--- src/rtl/cpu_thr_pkg.sv ---
package cpu_thr_pkg;

    typedef struct packed {
        logic       idle;
        logic [1:0] lvl;
    } idle_st_t;

    localparam int unsigned DUTY_W = 3;

endpackage

--- src/rtl/thr_thermal_qual.sv ---
module thr_thermal_qual #(
    parameter int unsigned QUAL_TICKS = 2000
) (
    input  logic clk,
    input  logic rst_n,
    input  logic tick,
    input  logic alarm,
    output logic ovr
);
    localparam int unsigned QW = $clog2(QUAL_TICKS + 1);
    localparam logic [QW-1:0] LAST = QW'(QUAL_TICKS - 1);

    typedef struct packed {
        logic [QW-1:0] cnt;
        logic          ovr;
    } st_t;

    st_t st_d, st_q;

    always_comb begin
        st_d = st_q;
        if (!alarm) begin
            st_d.cnt = '0;
            st_d.ovr = 1'b0;
        end else if (tick && !st_q.ovr) begin
            if (st_q.cnt == LAST) st_d.ovr = 1'b1;
            else                  st_d.cnt = st_q.cnt + 1'b1;
        end
    end

    always_ff @(posedge clk or negedge rst_n) begin
        if (!rst_n) st_q <= '0;
        else        st_q <= st_d;
    end

    assign ovr = st_q.ovr;
endmodule

--- src/rtl/thr_duty_gen.sv ---
module thr_duty_gen #(
    parameter int unsigned PERIOD_LOG2 = 10,
    parameter int unsigned DUTY_W      = 3
) (
    input  logic              clk,
    input  logic              rst_n,
    input  logic              src_on,
    input  logic [DUTY_W-1:0] duty,
    output logic              stop
);
    localparam int unsigned STEP_LOG2 = PERIOD_LOG2 - DUTY_W;

    typedef struct packed {
        logic [PERIOD_LOG2-1:0] cnt;
        logic                   arm;
        logic                   stop;
    } st_t;

    st_t st_d, st_q;
    logic [PERIOD_LOG2-1:0] thresh;
    logic                   go;

    always_comb begin
        thresh    = {duty, {STEP_LOG2{1'b0}}};
        go        = src_on && (st_q.arm || (st_q.cnt == '0));
        st_d      = st_q;
        st_d.cnt  = st_q.cnt + 1'b1;
        st_d.arm  = go;
        st_d.stop = go && (st_q.cnt < thresh);
    end

    always_ff @(posedge clk or negedge rst_n) begin
        if (!rst_n) st_q <= '0;
        else        st_q <= st_d;
    end

    assign stop = st_q.stop;
endmodule

--- src/rtl/thr_idle_ctl.sv ---
module thr_idle_ctl
    import cpu_thr_pkg::*;
(
    input  logic       clk,
    input  logic       rst_n,
    input  logic       rd_valid,
    input  logic [1:0] rd_code,
    input  logic       brk,
    output logic       idle,
    output logic [1:0] lvl
);
    idle_st_t st_d, st_q;

    always_comb begin
        st_d = st_q;
        if (st_q.idle) begin
            if (brk) st_d.idle = 1'b0;
        end else if (rd_valid && (rd_code != 2'd0)) begin
            st_d.idle = 1'b1;
            st_d.lvl  = rd_code;
        end
    end

    always_ff @(posedge clk or negedge rst_n) begin
        if (!rst_n) st_q <= '0;
        else        st_q <= st_d;
    end

    assign idle = st_q.idle;
    assign lvl  = st_q.lvl;
endmodule

--- src/rtl/cpu_thr_ctrl.sv ---
module cpu_thr_ctrl
    import cpu_thr_pkg::*;
#(
    parameter int unsigned PERIOD_LOG2 = 10,
    parameter int unsigned QUAL_TICKS  = 2000
) (
    input  logic              clk,
    input  logic              rst_n,
    input  logic              tick,
    input  logic              sw_en,
    input  logic [DUTY_W-1:0] sw_duty,
    input  logic [DUTY_W-1:0] therm_duty,
    input  logic              therm_alarm,
    input  logic              lvl_rd_valid,
    input  logic [1:0]        lvl_rd_code,
    input  logic              brk_evt,
    input  logic              sleep_en,
    input  logic              cpu_halt,
    output logic              stop_clk_n,
    output logic [2:0]        cstate
);
    logic              ovr_w;
    logic              idle_w;
    logic [1:0]        lvl_w;
    logic              thr_stop_w;
    logic              src_on;
    logic [DUTY_W-1:0] duty_sel;

    thr_thermal_qual #(.QUAL_TICKS(QUAL_TICKS)) qual_i (
        .clk  (clk),
        .rst_n(rst_n),
        .tick (tick),
        .alarm(therm_alarm),
        .ovr  (ovr_w)
    );

    thr_idle_ctl idle_i (
        .clk     (clk),
        .rst_n   (rst_n),
        .rd_valid(lvl_rd_valid),
        .rd_code (lvl_rd_code),
        .brk     (brk_evt),
        .idle    (idle_w),
        .lvl     (lvl_w)
    );

    always_comb begin
        src_on   = !idle_w && !sleep_en && (ovr_w || sw_en);
        duty_sel = ovr_w ? therm_duty : sw_duty;
    end

    thr_duty_gen #(.PERIOD_LOG2(PERIOD_LOG2), .DUTY_W(DUTY_W)) duty_i (
        .clk   (clk),
        .rst_n (rst_n),
        .src_on(src_on),
        .duty  (duty_sel),
        .stop  (thr_stop_w)
    );

    always_comb begin
        stop_clk_n = !(thr_stop_w || idle_w);
        if (idle_w)          cstate = 3'({1'b0, lvl_w}) + 3'd1;
        else if (thr_stop_w) cstate = 3'd2;
        else if (cpu_halt)   cstate = 3'd1;
        else                 cstate = 3'd0;
    end
endmodule

--- config.mk ---
export PLATFORM = sky130hd
export DESIGN_NAME = cpu_thr_ctrl
export DESIGN_NICKNAME = d
export VERILOG_FILES = /design/src/rtl/cpu_thr_pkg.sv /design/src/rtl/thr_thermal_qual.sv /design/src/rtl/thr_duty_gen.sv /design/src/rtl/thr_idle_ctl.sv /design/src/rtl/cpu_thr_ctrl.sv
export SDC_FILE = /design/constraint.sdc
export NUM_CORES = 1
export LEC_CHECK = 0
export ABC_AREA = 1
export BUFFER_PORTS_ARGS = -buffer_cell sky130_fd_sc_hd__buf_2
export CAP_MARGIN = 10
export CORE_MARGIN = 5
export CORE_UTILIZATION = 40
export DETAILED_ROUTE_END_ITERATION = 10
export PLACE_DENSITY = 0.71
export SLEW_MARGIN = 20
export SYNTH_ARGS = -nofsm -noshare
export SYNTH_HDL_FRONTEND = slang
export SYNTH_HIERARCHICAL = 1
export SYNTH_SLANG_ARGS = --single-unit
--- constraint.sdc ---
create_clock -name clk -period 2 [get_ports clk]
set_clock_uncertainty 0.05 [all_clocks]
set_input_delay 0 -clock clk [delete_from_list [all_inputs] [get_ports clk]]
set_output_delay 0 -clock clk [all_outputs]
set_load 0.005 [all_outputs]
**Word-level counts from Yosys, hierarchy flattened**

Cells that the tools add are included.

- Logic and storage cells: 45
- Bits in registers: 27
- Input bits: 17
- Output and inout port bits: 4

- Reduce and logical (&&, ||, !) cells: 18
- Bitwise logic cells: 1
- Equal/unequal tests: 4
- $lt $le $gt $ge: 1
- Add/subtract/negate cells: 3
- Muxes and demuxes: 11

Operators with widths:

| kind | count |
|---|---|
| two-way mux 12 bit | 2 |
| adder 11 x 1 -> 11 bit, second input constant | 1 |
| == test 11 bit, second input constant | 1 |
| two-way mux 11 bit | 1 |
| adder 10 x 1 -> 10 bit, second input constant | 1 |
| zero test 10 bit | 1 |
| < comparator 10 bit | 1 |
| two-way mux 3 bit | 3 |
| logical AND 1 bit | 6 |
| AND reduction 2 bit | 3 |
| zero test 1 bit | 4 |
| two-way mux 1 bit | 4 |
| inequality test 2 x 1 -> 1 bit, second input constant | 2 |
| adder 2 x 1 -> 3 bit, second input constant | 1 |
| logical OR 1 bit | 3 |
| two-way mux 2 bit | 1 |
| inequality test 2 bit, second input constant | 1 |
| nonzero test 2 bit | 1 |
| NOT 1 bit | 1 |

**Logic depth before layout (Yosys ltp)**

Gate-level depths: netlist of run 1.

- Depth after elaboration: 5
- Mapped depth: 8
- Depth with buffers taken out: 8

**Modules after synthesis**

The synthesis of run 1 kept the hierarchy.

By module, submodules not included:

| module | instances | area each (µm²) | cells each |
|---|---|---|---|
| thr_thermal_qual | 1 | 739.5 | 103 |
| thr_duty_gen | 1 | 598.1 | 65 |
| thr_idle_ctl | 1 | 136.4 | 18 |
| cpu_thr_ctrl | 1 | 105.1 | 24 |

**Least setup slack after synthesis of run 1**

OpenSTA, ideal clock, no wires.

- Path type: register -> register
- From: register qual_i/st_q[1] (netlist bit)
- To: register qual_i/st_q[11] (netlist bit)
- Data arrival time: 1.253 ns
- Slack: 0.569 ns
- Path buffers: 1
- Period minus slack after synthesis: 1.431 ns
- Library setup time: 0.128 ns
- Required time: 1.822 ns
- Stages on the path, launching flop included: 9
- Cells stage by stage: dfrtp_1 -> ha_1 -> nand3_2 -> clkinv_1 -> nand4_1 -> nand2_2 -> buf_6 -> nand2_1 -> o21ai_0

- Word-level cells in the longest chain between the ends: 4
- Elaborated cells between the ends (all ways): 7
- Those cells by class: add/sub: 1; eq/ne: 2; mux: 3; reduce/logical: 1

Ends and longest elaborated chain:

| item | RTL line | RTL |
|---|---|---|
| from (decl) | thr_thermal_qual.sv:18 | `st_t st_d, st_q;` |
| from (signal assigned) | thr_thermal_qual.sv:33 | `else st_q <= st_d;` |
| adder 11 x 1 -> 11 bit | thr_thermal_qual.sv:27 | `else st_d.cnt = st_q.cnt + 1'b1;` |
| two-way mux 11 bit | thr_thermal_qual.sv:26 | `if (st_q.cnt == LAST) st_d.ovr = 1'b1;` |
| two-way mux 12 bit | thr_thermal_qual.sv:25 | `end else if (tick && !st_q.ovr) begin` |
| two-way mux 12 bit | thr_thermal_qual.sv:22 | `if (!alarm) begin` |

Several ways; a longest one is shown, not always the timed one. The select of a mux whose other input is x is not followed.
A chain may end at the register's enable or synchronous reset.

**Final worst setup path of run 1**

- From: register idle_i.st_q (netlist bit idle_i/idle)
- To: register idle_i.st_q (netlist bit idle_i/lvl[1])

- Word-level cells in the longest chain between the ends: 2

Ends and longest elaborated chain:

| item | RTL line | RTL |
|---|---|---|
| from (decl) | thr_idle_ctl.sv:12 | `idle_st_t st_d, st_q;` |
| from (signal assigned) | thr_idle_ctl.sv:26 | `else st_q <= st_d;` |
| NOT 1 bit (no line) | - |  |
| AND reduction 2 bit (no line) | - |  |

No other way between the ends.

==> qor_table.md, run 1 <==
| Stage | Result | Value |
|:---|:---|:---|
| outcome | Run status | finished, final reports clean |
| critical path | Category of the most critical setup path | reg -> reg |
| floorplanning | Placeable Area | 3740 um^2 |
| detailed routing | Count of antenna-violating nets left after detailed routing | 0 |
| floorplanning | Initial Util | 42.2% |
| finish | Layout Utilization | 50.0% |
| logic synthesis | Synth warnings | 6 |
| finish | Commonest cells after routing, fill and taps aside | sky130_fd_sc_hd__nand2_1 (64), sky130_fd_sc_hd__inv_1 (28), sky130_fd_sc_hd__dfrtp_1 (26) |
| global routing | GRT Overall Usage | 12.6% |
| logic synthesis | Asr flop ratio synth | 100% |
| logic synthesis | Leading post-synthesis cells by cell area | sky130_fd_sc_hd__dfrtp_1 (43%), sky130_fd_sc_hd__nand2_1 (15%), sky130_fd_sc_hd__inv_1 (6.7%) |
| power and ir drop | Clock Power Share | 30.4% |
| timing | Unrepaired setup endpoints after global routing | no |
| critical path | Data required time at the worst endpoint | 2.16 ns |
| logic synthesis | Most common flop cell mapped by yosys | sky130_fd_sc_hd__dfrtp_1 |
| logic synthesis | Share of the yosys chip area belonging to registers | 42.8% |
| finish | Most common library cell in the layout ignoring fill and taps | sky130_fd_sc_hd__nand2_1 |
| timing | Setup TNS Final | 0 ns |
| power and ir drop | Power per Cell Area | 552 nW/um^2 |
| critical path | Crit start category | register |
| logic synthesis | Mean area per synthesized cell | 7.52 um^2 |
| logic synthesis | Flip-flop and latch count after synthesis | 27 |
| critical path | Critical Path AT | 2.09 ns |
| floorplanning | Die area | 5300 um^2 |
| floorplanning | Die Width | 72.8 um |
| power and ir drop | Portion of total power attributed to combinational logic | 13.8% |
| timing | Final Hold Viols | 0 |
| clock network | Number of buffers created by CTS | 3 |
| clock network | Clock-pin slew on the worst setup and hold paths | 0.09 ns |
| timing | Final number of setup-violating endpoints | 0 |
| timing | Max-slew violation total from the final report | 0 |
| clock network | Maximum count of clock buffers along a single path | 2 |
| worst hold path | Class of the tightest hold or removal check | in -> reg |
| timing | Maximum frequency from static timing analysis | 519 MHz |
| clock network | Skew-Pair Late Insertion Delay | 0.27 ns |
| logic synthesis | Leading area contributor after synthesis | sky130_fd_sc_hd__dfrtp_1 |
| global routing | Via count of the first global-routing pass | 1,303 |
| logic synthesis | Synthesized net count | 233 |
| logic synthesis | Netlist cell types | 26 |
| logic synthesis | Syn Std Cell Area | 1580 um^2 |
| finish | Nets | 266 |
| critical path | Top fanout value on the critical path | 4 |
| clock network | TritonCTS clock tree | done |
| finish | Synth-to-Final Area Change | 18.5% |
| finish | Share of post-route cells with drive strength above 1 | 14.0% |
| critical path | Type of destination of the critical path | register |
| detailed routing | Residual DRC count | 0 |
| floorplanning | I/O pin total | 21 |
| timing | Slew at the pin closest to its max-slew limit | 0.588 ns |
| detailed routing | Routed Wire Length | 3060 um |
| detailed routing | Average vias per placed instance | 4.83 |
| placed design | Final HPWL from detailed placement | 2240 um |
| power and ir drop | Part of the total power dissipated in sequential elements | 55.9% |
| floorplanning | Die Ht | 72.8 um |
| detailed routing | Average routed wire per standard cell | 10.6 um |
| global routing | Number of antenna violations at the first check in global routing | 0 |
| logic synthesis | Area fraction of the dominant cell type after synthesis | 42.8% |
| floorplanning | Std-Cell Rows | 22 |
| power and ir drop | Leakage dissipation | 0.962 nW |
| global routing | Global-route congestion overflow total | 0 |
| logic synthesis | Synthesized netlist cell count | 210 |
| detailed routing | Pre-Repair DR Iteration Count | 4 |
| timing | Final worst path period share | 96.4% |
| timing | Relative slew margins | 60.8% |
| power and ir drop | Maximum ir drop on the vdd rail | 0.000469 V |
| clock network | Root buffer cell | sky130_fd_sc_hd__clkbuf_8 |
| power and ir drop | Internal Power | 0.000774 W |
| placed design | Global placer's final weighted congestion | 0.864 |
| detailed routing | Violation count after the first detailed-route iteration | 80 |
| placed design | Total of buffers placed on input and output ports | 20 |
| timing | WHS | 0.00809 ns |
| power and ir drop | Net switching fraction of the power | 25.1% |
| clock network | H-Tree Level Count | 1 |
| global routing | Largest net degree at the start of global routing | 28 |
| clock network | Clock sink count | 27 |
| timing | Final critical-path required period | 1.93 ns |
| power and ir drop | Net load switching power | 0.000259 W |
| detailed routing | Vias | 1,402 |
| logic synthesis | Number of enable-type register cells in the synthesized netlist | 0 |
| global routing | Global-route wire length before repair | 5400 um |
| job | Max-cap violation count | 0 |
| finish | Antenna diode count | 0 |
-- repair_timing --
item	CTS	global route
gates resized for setup	0	1
hold buffers	9	0
endpoints found under the setup margin	0	1
setup buffers	0	1
endpoints found under the hold margin	31	0
-- power groups by stage --
stage / Sequential, W / Combinational [W] / Clock, W
finish: 0.000577 / 0.000142 / 0.000313
CTS: 0.000579 / 0.000136 / 0.000327
detailed placement: 0.000590 / 0.000113 / 0
global route: 0.000580 / 0.000165 / 0.000350
floorplan: 0.000585 / 0.0000652 / 0
global placement: 0.000589 / 0.000113 / 0
-- metrics by stage --
step | total power [W] | cells | setup slack, ns | area, um^2
floorplan | 0.000651 | 210 | 0.569 | 1580
global placement | 0.000701 | 276 | 0.486 | 1720
detailed placement | 0.000703 | 276 | 0.408 | 1720
CTS | 0.00104 | 289 | 0.0538 | 1860
global route | 0.00109 | 290 | 0.00877 | 1870
finish | 0.00103 | 290 | 0.0718 | 1870
-- layer usage --
metal	global-route usage [%]	share of wire, %
met4	2.46	0
met1	14.6	44
met2	23.6	51
met5	0	0
met3	2.89	4.9
-- logic make-up (layout without fill, tap and decap cells) --
kind of cell	count (synthesis)	in the layout	synth area share, %
DFF	27	27	42.8
AOI/OAI and AO/OA	16	16	5.55
adders and majority gates	6	6	4.75
buffers and inverters	31	63	7.92
and+or+nand+nor	123	123	35.1
xor gates and xnor gates	7	7	3.88
-- state kept, by name (all words and copies together), names as in the netlist --
register,count
qual_i/ovr,1
qual_i/st_q,11
duty_i/stop,1
idle_i/lvl,2
idle_i/idle,1
duty_i/st_q,11
-- critical path: stages (launching register included) --
cell                            delay (ns)
sky130_fd_sc_hd__dfrtp_2              0.43
sky130_fd_sc_hd__inv_1                0.10
sky130_fd_sc_hd__nand3_1              0.10
sky130_fd_sc_hd__dlygate4sd3_1        0.57
sky130_fd_sc_hd__nand2_1              0.07
sky130_fd_sc_hd__dlygate4sd3_1        0.55
-- area by class of cell --
type | count | area, um^2
Fill cell | 390 | 1870
Multi-Input combinational cell | 152 | 778
Sequential cell | 27 | 677
Timing Repair Buffer | 30 | 198
Inverter | 29 | 109
Tap cell | 48 | 60.1
Clock buffer | 3 | 41.3
Clock inverter | 1 | 7.51
-- synthesized netlist by cell type, drive strengths merged, types with 2 or more instances --
cell     n
inv     28
or2      4
o21ai   10
nor3     2
a21oi    3
nand3   20
nand2   65
nand3b   3
ha       6
buf      2
xor2     7
nand4    5
nor2    22
dfrtp   27
-- path summary, 6_finish.rpt --
check | from | end | slack (ns) | cells after the start
hold reg to reg | duty_i/st_q[2] | duty_i/st_q[2] | 0.45 | 1
setup reg to reg | idle_i/idle | idle_i/lvl[1] | 0.07 | 5
max in group asynchronous | rst_n | idle_i/idle | 1.27 | 2
setup / recovery | idle_i/idle | idle_i/lvl[1] | 0.07 | 5
hold / removal | sleep_en | duty_i/st_q[1] | 0.008 | 6
min in group asynchronous | rst_n | qual_i/st_q[11] | 0.20 | 2
No activity file was read; power rests on OpenSTA's default activity.
==> inputs of run 2 (changes only) <==
- CTS_BUF_LIST: not set -> sky130_fd_sc_hd__clkbuf_8
- clock period: 2 -> 2.47 ns (I/O delays scaled with it)
==> qor_table.md, run 2 (same netlist as run 1, synthesis figures left out) <==
| Stage | Result | Value | Delta |
|:---|:---|:---|:---|
| critical path | Slowest cell delay on critical path | 0.56 ns | was 0.57 ns |
| finish | Share of post-route cells with drive strength above 1 | 13.2% | was 14.0% |
| detailed routing | Amount of wire on met3 after detailed routing | 167 um | was 151 um |
| power and ir drop | Net switching fraction of the power | 25.5% | was 25.1% |
| global routing | Via count of the first global-routing pass | 1,337 | was 1,303 |
| timing | Final Hold Viols | 0 | unchanged |
| power and ir drop | Leakage dissipation | 0.967 nW | was 0.962 nW |
| detailed routing | Detailed-routing wirelength on met1 | 1380 um | was 1340 um |
| critical path | Critical Path AT | 2.08 ns | was 2.09 ns |
| detailed routing | Routed wl met2 | 1450 um | was 1570 um |
| detailed routing | Average routed wire per standard cell | 10.4 um | was 10.6 um |
| power and ir drop | Internal Power | 0.000629 W | was 0.000774 W |
| floorplanning | Initial Util | 42.2% | unchanged |
| placed design | Post-placement setup slack | 0.882 ns | was 0.408 ns |
| outcome | Run status | finished, final reports clean | unchanged |
| critical path | Worst path most repeated cell | sky130_fd_sc_hd__dlygate4sd3_1 | unchanged |
| floorplanning | Placeable Area | 3740 um^2 | unchanged |
| detailed routing | Routed Wire Length | 3030 um | was 3060 um |
| job | Max-cap violation count | 0 | unchanged |
| clock network | H-Tree Level Count | 1 | unchanged |
| critical path | Category of the most critical setup path | reg -> reg | unchanged |
| detailed routing | Pre-Repair DR Iteration Count | 4 | unchanged |
| finish | Commonest cells after routing, fill and taps aside | sky130_fd_sc_hd__nand2_1 (64), sky130_fd_sc_hd__inv_1 (28), sky130_fd_sc_hd__dfrtp_1 (27) | was sky130_fd_sc_hd__nand2_1 (64), sky130_fd_sc_hd__inv_1 (28), sky130_fd_sc_hd__dfrtp_1 (26) |
| floorplanning | Die Width | 72.8 um | unchanged |
| clock network | Skew-Pair Late Insertion Delay | 0.28 ns | was 0.27 ns |
| placed design | Final HPWL from detailed placement | 2150 um | was 2240 um |
| power and ir drop | Clock Power Share | 30.7% | was 30.4% |
| critical path | Delay-heaviest family, CP | buffers and inverters | unchanged |
| finish | Most common library cell in the layout ignoring fill and taps | sky130_fd_sc_hd__nand2_1 | unchanged |
| placed design | Global placer's final weighted congestion | 0.866 | was 0.864 |
| critical path | Total buffers and inverters traversed by the critical path | 3 | unchanged |
| timing | Setup TNS Final | 0 ns | unchanged |
| floorplanning | I/O pin total | 21 | unchanged |
| finish | Antenna diode count | 0 | unchanged |
| finish | Area of the multi-input gates | 778 um^2 | unchanged |
| timing | Final number of setup-violating endpoints | 0 | unchanged |
| timing | Slew at the pin closest to its max-slew limit | 0.600 ns | was 0.588 ns |
| detailed routing | Max Used Layer | met4 | was met3 |
| detailed routing | Count of antenna-violating nets left after detailed routing | 0 | unchanged |
| detailed routing | Average vias per placed instance | 4.73 | was 4.83 |
| detailed routing | Vias | 1,375 | was 1,402 |
| finish | Layout Utilization | 50.3% | was 50.0% |
| critical path | Crit start category | register | unchanged |
| finish | Synth-to-Final Area Change | 19.2% | was 18.5% |
| power and ir drop | Portion of total power attributed to combinational logic | 13.8% | about the same |
| critical path | Data required time at the worst endpoint | 2.59 ns | was 2.16 ns |
| global routing | Largest net degree at the start of global routing | 28 | unchanged |
| detailed routing | Residual DRC count | 0 | unchanged |
| timing | Final worst path period share | 79.5% | was 96.4% |
| critical path | Cell with the largest stage delay on the worst path | sky130_fd_sc_hd__dlygate4sd3_1 | unchanged |
| floorplanning | Std-Cell Rows | 22 | unchanged |
| clock network | TritonCTS clock tree | done | unchanged |
| timing | Unrepaired setup endpoints after global routing | no | unchanged |
| timing | WHS | 0.0173 ns | was 0.00809 ns |
| floorplanning | Die Ht | 72.8 um | unchanged |
| power and ir drop | Maximum ir drop on the vdd rail | 0.000459 V | was 0.000469 V |
| power and ir drop | Net load switching power | 0.000216 W | was 0.000259 W |
| critical path | Top fanout value on the critical path | 6 | was 4 |
| placed design | Total of buffers placed on input and output ports | 20 | unchanged |
| detailed routing | Violation count after the first detailed-route iteration | 128 | was 80 |
| critical path | Type of destination of the critical path | register | unchanged |
| finish | Nets | 267 | was 266 |
| global routing | GRT Overall Usage | 12.7% | was 12.6% |
| power and ir drop | Part of the total power dissipated in sequential elements | 55.4% | was 55.9% |
| timing | Final critical-path required period | 1.96 ns | was 1.93 ns |
| clock network | Post-CTS setup repair buffer count | 0 | unchanged |
| clock network | Clock sink count | 27 | unchanged |
| timing | Max-slew violation total from the final report | 0 | unchanged |
| floorplanning | Die area | 5300 um^2 | unchanged |
| global routing | Global-route congestion overflow total | 0 | unchanged |
| critical path | CP Cell Sequence | inv_1 > nand3_1 > dlygate4sd3_1 > nand2_1 > dlygate4sd3_1 | unchanged |
| finish | Total of fill cells in the finished design | 374 | was 390 |
| power and ir drop | Power per Cell Area | 449 nW/um^2 | was 552 nW/um^2 |
| finish | Sequential cell area | 676 um^2 | was 677 um^2 |
| timing | Final worst-path setup slack | 0.507 ns | was 0.0718 ns |
| global routing | Global-route wire length before repair | 5370 um | was 5400 um |
| clock network | Root buffer cell | sky130_fd_sc_hd__clkbuf_8 | unchanged |
| timing | Maximum frequency from static timing analysis | 510 MHz | was 519 MHz |
| clock network | Number of buffers created by CTS | 3 | unchanged |
| global routing | Number of antenna violations at the first check in global routing | 0 | unchanged |
| clock network | Clock-pin slew on the worst setup and hold paths | 0.10 ns | was 0.09 ns |
| timing | Relative slew margins | 60.0% | was 60.8% |
| worst hold path | Class of the tightest hold or removal check | in -> reg | unchanged |
| power and ir drop | Final Total Pwr | 0.000845 W | was 0.00103 W |
| clock network | Maximum count of clock buffers along a single path | 2 | unchanged |
-- run 2: worst register-to-register path: stages (launching register included) --
cell and delay, ns:
sky130_fd_sc_hd__dfrtp_1 0.45, sky130_fd_sc_hd__inv_1 0.10, sky130_fd_sc_hd__nand3_1 0.09, sky130_fd_sc_hd__dlygate4sd3_1 0.56, sky130_fd_sc_hd__nand2_1 0.06, sky130_fd_sc_hd__dlygate4sd3_1 0.56
-- run 2: worst paths after layout --
kind                                 from               to  slack [ns]  cells after the start
max                           idle_i/idle    idle_i/lvl[1]        0.51                      5
min                                 sw_en   duty_i/st_q[1]        0.02                      5
max reg2reg                   idle_i/idle    idle_i/lvl[1]        0.51                      5
min reg2reg                duty_i/st_q[2]   duty_i/st_q[2]        0.45                      1
max in group asynchronous           rst_n   qual_i/st_q[6]        1.77                      2
min in group asynchronous           rst_n  qual_i/st_q[11]        0.20                      2
-- run 2: stage by stage --
stage	instance area, um^2	cells
4_1_cts	1880	291
5_1_grt	1880	291
2_1_floorplan	1580	210
6_report	1880	291
3_3_place_gp	1720	276
3_5_place_dp	1720	276
-- run 2: repair_timing --
item                                   4_1_cts  5_1_grt
hold buffers                                11        0
gates resized for setup                      0        0
endpoints found under the hold margin       33        0
-- run 2: area by class of cell --
type | count | share of cell area [%]
Multi-Input combinational cell | 152 | 41.4
Sequential cell | 27 | 35.9
Inverter | 29 | 5.78
Tap cell | 48 | 3.19
Clock inverter | 1 | 0.399
Clock buffer | 3 | 2.19
Timing Repair Buffer | 31 | 11.2
-- run 2: power by group through the flow --
| stage | Combinational, W | Clock, W | Sequential [W] |
|---|---|---|---|
| after CTS | 0.000117 | 0.000269 | 0.000469 |
| after floorplan | 0.0000528 | 0 | 0.000474 |
| final | 0.000117 | 0.000260 | 0.000468 |
| after global routing | 0.000136 | 0.000287 | 0.000471 |
| after global placement | 0.0000913 | 0 | 0.000477 |
| after detailed placement | 0.0000921 | 0 | 0.000477 |
-- run 2: routing by layer --
layer  up-vias  track usage (%)
met3         4             3.44
met1       603             15.1
met5         -                0
met2        34             21.8
li1        734                -
met4         0             4.71
